--- src/rtl/intc_pkg.sv ---
`timescale 1ns/1ps
package intc_pkg;
  localparam int unsigned DATA_W = 32;
  localparam int unsigned ADDR_W = 5;

  // word index = addr[4:2]
  typedef enum logic [2:0] {
    SEL_STAT = 3'd0,
    SEL_PEND = 3'd1,
    SEL_EN   = 3'd2,
    SEL_ACK  = 3'd3,
    SEL_SET  = 3'd4,
    SEL_CLR  = 3'd5,
    SEL_VEC  = 3'd6,
    SEL_MCTL = 3'd7
  } reg_sel_e;
endpackage

--- src/rtl/irq_capture.sv ---
`timescale 1ns/1ps
module irq_capture #(
  parameter int unsigned NUM_IN    = 16,
  parameter logic [31:0] KIND_MASK = 32'h0
) (
  input  logic              clk_i,
  input  logic              rst_ni,
  input  logic [NUM_IN-1:0] src_i,
  input  logic [NUM_IN-1:0] ack_i,
  output logic [NUM_IN-1:0] status_o
);
  logic [NUM_IN-1:0] src_q, set_s, status_q;

  for (genvar i = 0; i < NUM_IN; i++) begin : g_cap
    if (KIND_MASK[i]) begin : g_edge
      assign set_s[i] = src_i[i] & ~src_q[i];
    end else begin : g_level
      assign set_s[i] = src_i[i];
    end
  end

  always_ff @(posedge clk_i or negedge rst_ni) begin
    if (!rst_ni) begin
      src_q    <= '0;
      status_q <= '0;
    end else begin
      src_q    <= src_i;
      status_q <= (status_q & ~ack_i) | set_s;   // capture beats acknowledge
    end
  end

  assign status_o = status_q;

  a_r7_capture_wins: assert property (@(posedge clk_i) disable iff (!rst_ni)
    (|set_s) |=> ((status_q & $past(set_s)) == $past(set_s)));

  a_r2_ack_clears: assert property (@(posedge clk_i) disable iff (!rst_ni)
    (|(ack_i & ~set_s)) |=> ((status_q & $past(ack_i & ~set_s)) == '0));

  a_r5_idle_holds: assert property (@(posedge clk_i) disable iff (!rst_ni)
    ((ack_i | set_s) == '0) |=> $stable(status_q));
endmodule

--- src/rtl/irq_enable.sv ---
`timescale 1ns/1ps
module irq_enable
  import intc_pkg::*;
#(
  parameter int unsigned NUM_IN = 16
) (
  input  logic              clk_i,
  input  logic              rst_ni,
  input  logic              we_i,
  input  reg_sel_e          sel_i,
  input  logic [NUM_IN-1:0] mask_i,
  output logic [NUM_IN-1:0] en_o
);
  logic [NUM_IN-1:0] en_q;

  always_ff @(posedge clk_i or negedge rst_ni) begin
    if (!rst_ni) begin
      en_q <= '0;
    end else if (we_i) begin
      unique case (sel_i)
        SEL_EN:  en_q <= mask_i;
        SEL_SET: en_q <= en_q | mask_i;
        SEL_CLR: en_q <= en_q & ~mask_i;
        default: en_q <= en_q;
      endcase
    end
  end

  assign en_o = en_q;

  a_r3_set_alias: assert property (@(posedge clk_i) disable iff (!rst_ni)
    (we_i && sel_i == SEL_SET) |=>
      ((en_q & $past(mask_i)) == $past(mask_i)) &&
      ((en_q & ~$past(mask_i)) == ($past(en_q) & ~$past(mask_i))));

  a_r3_clr_alias: assert property (@(posedge clk_i) disable iff (!rst_ni)
    (we_i && sel_i == SEL_CLR) |=>
      ((en_q & $past(mask_i)) == '0) &&
      ((en_q & ~$past(mask_i)) == ($past(en_q) & ~$past(mask_i))));

  a_r4_no_write_stable: assert property (@(posedge clk_i) disable iff (!rst_ni)
    !we_i |=> $stable(en_q));
endmodule

--- src/rtl/irq_prio.sv ---
`timescale 1ns/1ps
module irq_prio #(
  parameter int unsigned NUM_IN = 16,
  localparam int unsigned IDX_W = (NUM_IN > 1) ? $clog2(NUM_IN) : 1
) (
  input  logic [NUM_IN-1:0] pend_i,
  output logic              valid_o,
  output logic [IDX_W-1:0]  idx_o
);
  always_comb begin
    idx_o = '0;
    for (int i = NUM_IN - 1; i >= 0; i--) begin
      if (pend_i[i]) idx_o = IDX_W'(i);
    end
  end

  assign valid_o = |pend_i;

  always_comb begin
    if (valid_o) begin
      a_r10_idx_pending: assert (pend_i[idx_o]);
      a_r10_idx_lowest: assert ((pend_i & ((NUM_IN'(1) << idx_o) - NUM_IN'(1))) == '0);
    end
  end
endmodule

--- src/rtl/irq_ctrl.sv ---
`timescale 1ns/1ps
module irq_ctrl
  import intc_pkg::*;
#(
  parameter int unsigned NUM_IN    = 16,   // 1..32
  parameter logic [31:0] KIND_MASK = 32'h0000_0F0F,
  localparam int unsigned IDX_W    = (NUM_IN > 1) ? $clog2(NUM_IN) : 1
) (
  input  logic              clk_i,
  input  logic              rst_ni,
  input  logic [NUM_IN-1:0] irq_src_i,
  input  logic [ADDR_W-1:0] addr_i,
  input  logic              we_i,
  input  logic [DATA_W-1:0] wdata_i,
  output logic [DATA_W-1:0] rdata_o,
  output logic              irq_o
);
  reg_sel_e          sel;
  logic [NUM_IN-1:0] ack, status, en, pend;
  logic [1:0]        mctl_q;
  logic              vec_valid;
  logic [IDX_W-1:0]  vec_idx;
  logic [DATA_W-1:0] stat_w, pend_w, en_w, vec_w;

  assign sel = reg_sel_e'(addr_i[ADDR_W-1:2]);
  assign ack = (we_i && sel == SEL_ACK) ? wdata_i[NUM_IN-1:0] : '0;

  irq_capture #(.NUM_IN(NUM_IN), .KIND_MASK(KIND_MASK)) u_cap (
    .clk_i, .rst_ni, .src_i(irq_src_i), .ack_i(ack), .status_o(status)
  );

  irq_enable #(.NUM_IN(NUM_IN)) u_en (
    .clk_i, .rst_ni, .we_i, .sel_i(sel), .mask_i(wdata_i[NUM_IN-1:0]), .en_o(en)
  );

  assign pend = status & en;

  irq_prio #(.NUM_IN(NUM_IN)) u_prio (
    .pend_i(pend), .valid_o(vec_valid), .idx_o(vec_idx)
  );

  always_ff @(posedge clk_i or negedge rst_ni) begin
    if (!rst_ni)                        mctl_q <= '0;
    else if (we_i && sel == SEL_MCTL)   mctl_q <= wdata_i[1:0];
  end

  assign irq_o = vec_valid & mctl_q[0] & mctl_q[1];

  always_comb begin
    stat_w = '0; stat_w[NUM_IN-1:0] = status;
    pend_w = '0; pend_w[NUM_IN-1:0] = pend;
    en_w   = '0; en_w[NUM_IN-1:0]   = en;
    if (vec_valid) begin
      vec_w = '0; vec_w[IDX_W-1:0] = vec_idx;
    end else begin
      vec_w = '1;
    end
    unique case (sel)
      SEL_STAT: rdata_o = stat_w;
      SEL_PEND: rdata_o = pend_w;
      SEL_EN:   rdata_o = en_w;
      SEL_VEC:  rdata_o = vec_w;
      SEL_MCTL: rdata_o = {{(DATA_W-2){1'b0}}, mctl_q};
      default:  rdata_o = '0;   // write-only words
    endcase
  end

  a_r9_gate_off: assert property (@(posedge clk_i) disable iff (!rst_ni)
    (mctl_q != 2'b11) |-> !irq_o);

  a_r9_irq_has_pending: assert property (@(posedge clk_i) disable iff (!rst_ni)
    irq_o |-> (|(status & en)));

  a_r10_vec_idle: assert property (@(posedge clk_i) disable iff (!rst_ni)
    (sel == SEL_VEC && (status & en) == '0) |-> (rdata_o == '1));

  a_r11_mctl_hold: assert property (@(posedge clk_i) disable iff (!rst_ni)
    !(we_i && sel == SEL_MCTL) |=> $stable(mctl_q));
endmodule

--- config.mk ---
export PLATFORM = sky130hd
export DESIGN_NAME = irq_ctrl
export DESIGN_NICKNAME = d
export VERILOG_FILES = /design/src/rtl/intc_pkg.sv /design/src/rtl/irq_capture.sv /design/src/rtl/irq_enable.sv /design/src/rtl/irq_prio.sv /design/src/rtl/irq_ctrl.sv
export SDC_FILE = /design/constraint.sdc
export NUM_CORES = 1
export LEC_CHECK = 0
export CAP_MARGIN = 20
export CORE_AREA = 2 2 79 81
export CTS_CLUSTER_DIAMETER = 40
export DETAILED_ROUTE_END_ITERATION = 16
export DIE_AREA = 0 0 81 83
export PLACE_DENSITY_LB_ADDON = 0.2
export SLEW_MARGIN = 20
export SYNTH_ARGS = -nofsm -noshare
export SYNTH_HDL_FRONTEND = slang
export SYNTH_HIERARCHICAL = 1
export SYNTH_SLANG_ARGS = --single-unit
--- constraint.sdc ---
create_clock -name clk_i -period 4.26 [get_ports clk_i]
set_input_delay 0.426 -clock clk_i [delete_from_list [all_inputs] [get_ports clk_i]]
set_output_delay 0.426 -clock clk_i [all_outputs]
set_load 0.02 [all_outputs]
**Word-level counts from Yosys, hierarchy flattened**

Index checks and enable logic that the tools add are counted.

- Eq/ne operators: 7
- Mux-type cells: 20
- Bitwise operators: 25
- Reduce and logical (&&, ||, !) cells: 6

Operator list:

| cell | count |
|---|---|
| $pmux 32 s5 | 1 |
| $mux 4 | 16 |
| $and 16x16->16 | 3 |
| $pmux 16 s3 | 1 |
| $mux 32 | 1 |
| $not 16->16 | 2 |
| $or 16x16->16 | 2 |
| $mux 16 | 1 |
| $reduce_or 16->1 | 1 |
| $eq 3x3->1 const B | 4 |
| $and 1x1->1 | 10 |
| $not 1->1 | 8 |
| $eq 3x2->1 const B | 2 |
| $eq 3x1->1 const B | 1 |
| $logic_not 3->1 | 1 |
| $reduce_bool 3->1 | 1 |
| $logic_and 1x1->1 | 2 |
| $reduce_and 2->1 | 1 |

- Flip-flop bits (word level): 46
- Input bits: 56
- Output and inout bits: 33
- Word-level logic and storage cells: 62

**Longest topological paths before layout**

Gate-level depths: netlist of the first run.

- Depth after elaboration: 19
- Mapped depth: 8

**Hierarchy**

The synthesis of the first run kept the hierarchy.

By module, submodules not included:

| module | instances | cells each | area each (um^2) | sequential area each (um^2) |
|---|---|---|---|---|
| irq_enable | 1 | 112 | 1074.8 | 400.4 |
| irq_ctrl | 1 | 126 | 892.1 | 50.0 |
| irq_capture | 1 | 64 | 850.8 | 600.6 |
| irq_prio | 1 | 34 | 176.4 | 0.0 |

**Worst setup path before layout of the first run**

Ideal clock, no wire load.

- Path type: register -> output
- Start: register u_en.en_q[4] (netlist: u_en/en_o[4])
- End: output rdata_o[17]
- Arrival: 2.116 ns
- Required time: 3.834 ns
- Setup slack: 1.718 ns
- Stages on the path, launching flop included: 8
- Path buffers: 1
- Cell sequence: dfrtp_1 -> and2_1 -> nor4_2 -> nand3_1 -> or3_1 -> nand3b_1 -> inv_1 -> buf_4

- Cells in the longest elaborated chain, start to end: 4

Ends and longest elaborated chain:

| item | RTL line | text |
|---|---|---|
| from (decl) | irq_enable.sv:14 | `logic [NUM_IN-1:0] en_q;` |
| from (signal assigned) | irq_enable.sv:21 | `SEL_EN: en_q <= mask_i;` |
| from (signal assigned) | irq_enable.sv:22 | `SEL_SET: en_q <= en_q \| mask_i;` |
| from (signal assigned) | irq_enable.sv:23 | `SEL_CLR: en_q <= en_q & ~mask_i;` |
| $and 16x16->16 | irq_ctrl.sv:36 | `assign pend = status & en;` |
| net pend[4] | irq_ctrl.sv:19 | `logic [NUM_IN-1:0] ack, status, en, pend;` |
| $reduce_or 16->1 | irq_prio.sv:17 | `assign valid_o = \|pend_i;` |
| net vec_valid | irq_ctrl.sv:21 | `logic vec_valid;` |
| $mux 32 | irq_ctrl.sv:53 | `if (vec_valid) begin` |
| $pmux 32 s5 | irq_ctrl.sv:58 | `unique case (sel)` |
| to (decl) | irq_ctrl.sv:15 | `output logic [DATA_W-1:0] rdata_o,` |

The timed path passes the listed nets, and every way through them passes these cells.

**Final worst setup path of the first run**

- Start: register u_en.en_q[4] (netlist: u_en/en_o[4])
- End: output rdata_o[21]

Same word-level chain as after synthesis.

==> metrics, run 1 <==
PD cells=283 nW/um^2; clock slew at reported path FFs=0.08 ns; Post-synth ARST share=100%; register area share after synthesis=about a third; Clock Path Buffers=2; Tot Pwr=about 1 mW; reg-to-reg endpoint=u_en/en_o[3]; WHS=0.285 ns; f_max=284 MHz; Clk Latency, worst-skew pair=a little under 0.3 ns; largest net degree at the start of global routing=43; min cycle time layout=between 3 and 4 ns; most frequent cells in the layout=69 x clkdlybuf4s50_1, 45 x a21oi_1, 42 x dfrtp_1; Max-slew headroom=35.9%; Pre-antenna DRT Iters=4; max-cap violations=0; post-route ant nets=0; remaining routing DRC violations=0; Worst Path Required=3.83 ns; CP endpoint kind=output port; first-pass GRT wire length=12.1 mm; reg2reg start=u_en/en_o[3]; WP depth=7; Setup WS post-layout=~0.74 ns; Worst Setup EP=rdata_o[21]; I/O pin cnt=89; deepest level of the CTS H-tree=2; initial core utilization=51.5%; crit start category=register; Setup Viol. Count Final=0; GRT Residual Overflow=0; worst-path cell chain=and2_1 -> nor4_2 -> nand3_1 -> or3_1 -> nand3b_1 -> inv_1 -> clkdlybuf4s50_1; Post-CTS Setup Inserts=0; commonest non-fill, non-tap cell in the layout=clkdlybuf4s50_1; total global-route track usage=22.3%; post_cts resized=0; Post-Syn Instances=approximately 340; final period utilization=roughly 83%; synthesis-stage register bit count=42; DR iter-0 viols=182; worst path buffer plus inverter count=2; Slew @ Worst Pin=~0.96 ns; drt total wl=between 7 and 8 mm; Antenna Cells=0; status=finished, final reports clean; unrepaired setup endpoints after global routing=no; Syn Nets=392; Setup TNS=0 ns; critical path's largest stage delay=0.69 ns; worst vdd ir=0.000179 V; vias per inst=5.77; Root Driver=clkbuf_8; TritonCTS Buffers=5; Final Max Tran Viols=0; CP top delay family=simple AND/OR/NAND/NOR gates; synthesis warning total=6; layout cells sized above 1=9.66%; area of the core=5820 sq um; dominant synthesized flop cell=dfrtp_1; per-cell routed wire length=15.9 microns; Setup WS pre-CTS=0.890 ns; flop2flop setup slack=3.26 ns; row count=28; initial antenna violation count=0; routed vias=about 2.6k; synthesized cell area=between 2000 and 3000 sq um; Post-DP HPWL=5.01 mm; Final Hold Fails=0; Max Fanout on Critical Path=16; Data arrival, critical path=3.09 ns; Mean Syn Cell Area=8.91 sq um; Die Wd=81 microns; CTS Hold Buffers Added=0; slowest CP cell=clkdlybuf4s50_1; Inst Count DP=450; cells on worst reg2reg path=3; Die Span Y=83 microns; Clock Skews=0.00930 ns; critical path type=register to output port; Area Overhead vs Synth=20.9%; FILL cells=between 500 and 600; CP Launch Point=u_en/en_o[4]; GP Congestion=0.860; CTS tree=built; number of global-route vias before repair=2519; leakage=1.48 nW; Yosys cell types=45; # nets final=roughly 440; Die ar.=approximately 6700 sq um; I/O Buffers=70; Non-Filler Instances=458; Num Clock Sinks=42; HP Class=primary input to async pin; number of flops mapped to enable cells by yosys=0
==> per-layer routing <==
layer / vias up / wire length, microns / GRT usage (%)
met5: - / 0 / 0
met1: 1251 / 3210 / 31.0
li1: 1292 / - / -
met4: 0 / 35 / 4.62
met2: 93 / 3560 / 37.0
met3: 5 / 492 / 3.15
==> synthesized netlist by cell type (2+ instances only) <==
library cell	n	area (sq um)
a21oi_1	45	225
dfrtp_1	42	1050
inv_1	33	124
and2_1	32	200
nor2_1	24	90.1
a211o_1	16	140
buf_4	16	120
nor3_1	11	55.1
a211oi_1	10	75.1
o221ai_2	10	150
a21o_1	8	60.1
nand2_1	8	30.0
o221ai_1	8	70.1
o22ai_2	8	100
clkbuf_1	6	22.5
o21ai_0	6	30.0
buf_6	5	56.3
nand2b_1	4	25.0
a32oi_1	3	26.3
and3_1	3	18.8
buf_2	3	15.0
nand3_1	3	15.0
nor2_2	3	18.8
or3b_1	3	26.3
a31oi_1	2	12.5
buf_12	2	40.0
clkbuf_8	2	27.5
mux2_2	2	22.5
o2111ai_1	2	17.5
==> worst min-delay path by stage <==
stage	end	slack, ns	cells past startpoint
after floorplan	mctl_q[0]	0.13	0
after global placement	u_cap/status_o[2]	0.41	1
after detailed placement	u_cap/status_o[9]	0.42	1
after CTS	u_cap/src_q[9]	0.32	1
after global routing	u_en/en_o[3]	0.37	1
final	u_cap/src_q[10]	0.28	1
==> stage by stage <==
step           cell area, sq um  util [%]
2_1_floorplan              2990         -
3_3_place_gp               3530      60.6
3_5_place_dp               3530      60.6
4_1_cts                    3620      62.2
5_1_grt                    3620      62.2
6_report                   3620      62.2
==> flip-flops by register name, summed over array words and instances, names as in the netlist <==
| register | flops |
|---|---|
| u_cap/status_o | 16 |
| u_en/en_o | 16 |
| u_cap/src_q | 8 |
| mctl_q | 2 |
==> area by class of cell <==
type                    instances  area [sq um]  share of cell area (%)
clock inverters                 1          5.00                   0.138
well taps                      75          93.8                    2.59
clock buffers                   7          86.3                    2.39
repair buffers                 74           726                    20.1
multi-input cells             226          1530                    42.4
flip-flops and latches         42          1050                    29.0
inverters                      33           124                    3.42
==> report_power, final <==
part           switching (mW)  total [mW]  internal (mW)
sequential             0.0228       0.444          0.421
clock                   0.137       0.268          0.131
combinational           0.165       0.313          0.148
==> cell families after synthesis <==
logic type             after synthesis  share of synthesized area [%]
AO/OA/AOI/OAI                      125                           32.3
buffers and inverters               68                           13.7
flip-flops                          42                           35.1
multiplexers                         3                           1.09
AND/OR/NAND/NOR                     98                           17.8
No activity file was read; power rests on OpenSTA's default activity.
==> inputs of run 2 (changes only) <==
--- a/config.mk
+++ b/config.mk
@@ -6,10 +6,10 @@
 export NUM_CORES = 1
 export LEC_CHECK = 0
 export CAP_MARGIN = 20
-export CORE_AREA = 2 2 79 81
+export CORE_AREA = 2 2 87 89
 export CTS_CLUSTER_DIAMETER = 40
 export DETAILED_ROUTE_END_ITERATION = 16
-export DIE_AREA = 0 0 81 83
+export DIE_AREA = 0 0 89 91
 export PLACE_DENSITY_LB_ADDON = 0.2
 export SLEW_MARGIN = 20
 export SYNTH_ARGS = -nofsm -noshare
==> constraint.sdc (replaced) <==
create_clock -name clk_i -period 2.9 [get_ports clk_i]
set_input_delay 0.29 -clock clk_i [delete_from_list [all_inputs] [get_ports clk_i]]
set_output_delay 0.29 -clock clk_i [all_outputs]
set_load 0.02 [all_outputs]
==> metrics, run 2 (synthesis gave the netlist of run 1 again) <==
critical path's largest stage delay=0.38 ns; flop2flop setup slack=1.90 ns; min cycle time layout=2.72 ns; status=finished with violations; Post-DP HPWL=5.61 mm; largest net degree at the start of global routing=between 40 and 50; Clock Skews=slightly above 0.0004 ns; WHS=-0.0193 ns; Final Instance Area=3730 sq um; deepest level of the CTS H-tree=2; Die Wd=89 microns; GP Congestion=0.852; Final Max Tran Viols=0; Slew @ Worst Pin=slightly above 0.9 ns; crit start category=register; Die ar.=between 8000 and 9000 sq um; routed vias=around 2.8k; commonest non-fill, non-tap cell in the layout=a21oi_1; row count=31; FILL cells=slightly above 700; CP endpoint kind=output port; I/O pin cnt=slightly below 90; Max-slew headroom=39.4%; Setup Viol. Count Final=0; number of global-route vias before repair=2576; reg-to-reg endpoint=u_en/en_o[2]; post-route ant nets=0; Worst Path Required=2.61 ns; slowest CP cell=dfrtp_1; max-cap violations=0; total global-route track usage=20.4%; GRT Residual Overflow=0; Data arrival, critical path=around 2.4 ns; cells on worst reg2reg path=4; Setup TNS=0 ns; per-cell routed wire length=between 15 and 20 microns; Antenna Cells=0; Num Clock Sinks=42; most frequent cells in the layout=45 x a21oi_1, 42 x dfrtp_1, 36 x clkdlybuf4s50_1; drt total wl=7.96 mm; remaining routing DRC violations=0; Final Util=52.3%; Die Span Y=slightly above 90 microns; PD cells=422 nW/um^2; initial core utilization=42.0%; Root Driver=clkbuf_8; Max Fanout on Critical Path=16; failing checks=hold timing; Area Overhead vs Synth=24.6%; CTS tree=built; DR iter-0 viols=151; vias per inst=5.48; # nets final=between 400 and 500; CP Launch Point=u_en/en_o[4]; HP Class=primary input to async pin; Pre-antenna DRT Iters=4; reg2reg start=u_en/en_o[2]; f_max=between 300 and 400 MHz; worst-path cell chain=and2_1 -> nor4_4 -> nand3_1 -> or3_1 -> buf_4 -> nand3b_1 -> inv_2 -> buf_12 -> clkbuf_2; unrepaired setup endpoints after global routing=no; leakage=between 1.5 and 2 nW; I/O Buffers=70; final period utilization=93.7%; critical path type=register to output port; clock slew at reported path FFs=0.08 ns; worst vdd ir=0.000201 V; Clock Path Buffers=2; initial antenna violation count=0; first-pass GRT wire length=13.0 mm; TritonCTS Buffers=5; Final Hold Fails=33; Post-CTS Setup Inserts=0; DP Area=3740 sq um; area of the core=7140 sq um; layout cells sized above 1=23.3%; Clk Latency, worst-skew pair=0.29 ns
[run 2: repair_timing]
action	in CTS	in global routing
hold buffers	0	0
gates resized for setup	35	77
endpoints found under the hold margin	0	0
endpoints found under the setup margin	32	31
pin swaps	0	0
[run 2: layer usage]
| layer | GRT usage [%] | vias up | wire, microns |
|---|---|---|---|
| met1 | 27.9 | 1340 | 3620 |
| met4 | 5.10 | 0 | 83 |
| li1 | - | 1324 | - |
| met2 | 33.4 | 83 | 3850 |
| met3 | 3.36 | 8 | 407 |
| met5 | 0 | - | 0 |
[run 2: area by class of cell]
class	instances	area [sq um]	share of cell area, %
inverter	33	124	3.32
sequential	42	1050	28.2
multi-input combinational	226	1560	41.9
clock buffer	8	110	2.95
tap	99	124	3.32
timing repair buffer	95	761	20.4
[run 2: worst max path at each step]
stage	to	slack, ns	cells past startpoint
after detailed placement	rdata_o[12]	0.04	8
after floorplan	rdata_o[17]	0.49	7
after global placement	rdata_o[15]	0.05	8
after CTS	rdata_o[19]	0.001	9
final	rdata_o[24]	0.18	9
after global routing	rdata_o[21]	0.003	9
[run 2: critical path, delay by kind of cell, from the launching register on]
kind,cells,cell delay [ns]
buffers and inverters,4,0.57
flip-flops,1,0.38
AND/OR/NAND/NOR,5,1.19
[run 2: report_power, final]
part | switching, mW | leakage [nW] | total, mW | internal, mW
Sequential | 0.0250 | 0.481 | 0.644 | 0.619
Combinational | 0.264 | 1.12 | 0.479 | 0.215
Clock | 0.212 | 0.0575 | 0.453 | 0.241
[run 2: through the flow]
step / setup slack, ns / total power [mW] / std cells
3_5_place_dp: 0.0447 / 1.16 / 495
4_1_cts: 0.00116 / 1.59 / 503
6_report: 0.182 / 1.58 / 503
2_1_floorplan: 0.494 / 0.953 / 336
5_1_grt: 0.00315 / 1.67 / 503
3_3_place_gp: 0.0477 / 1.14 / 495
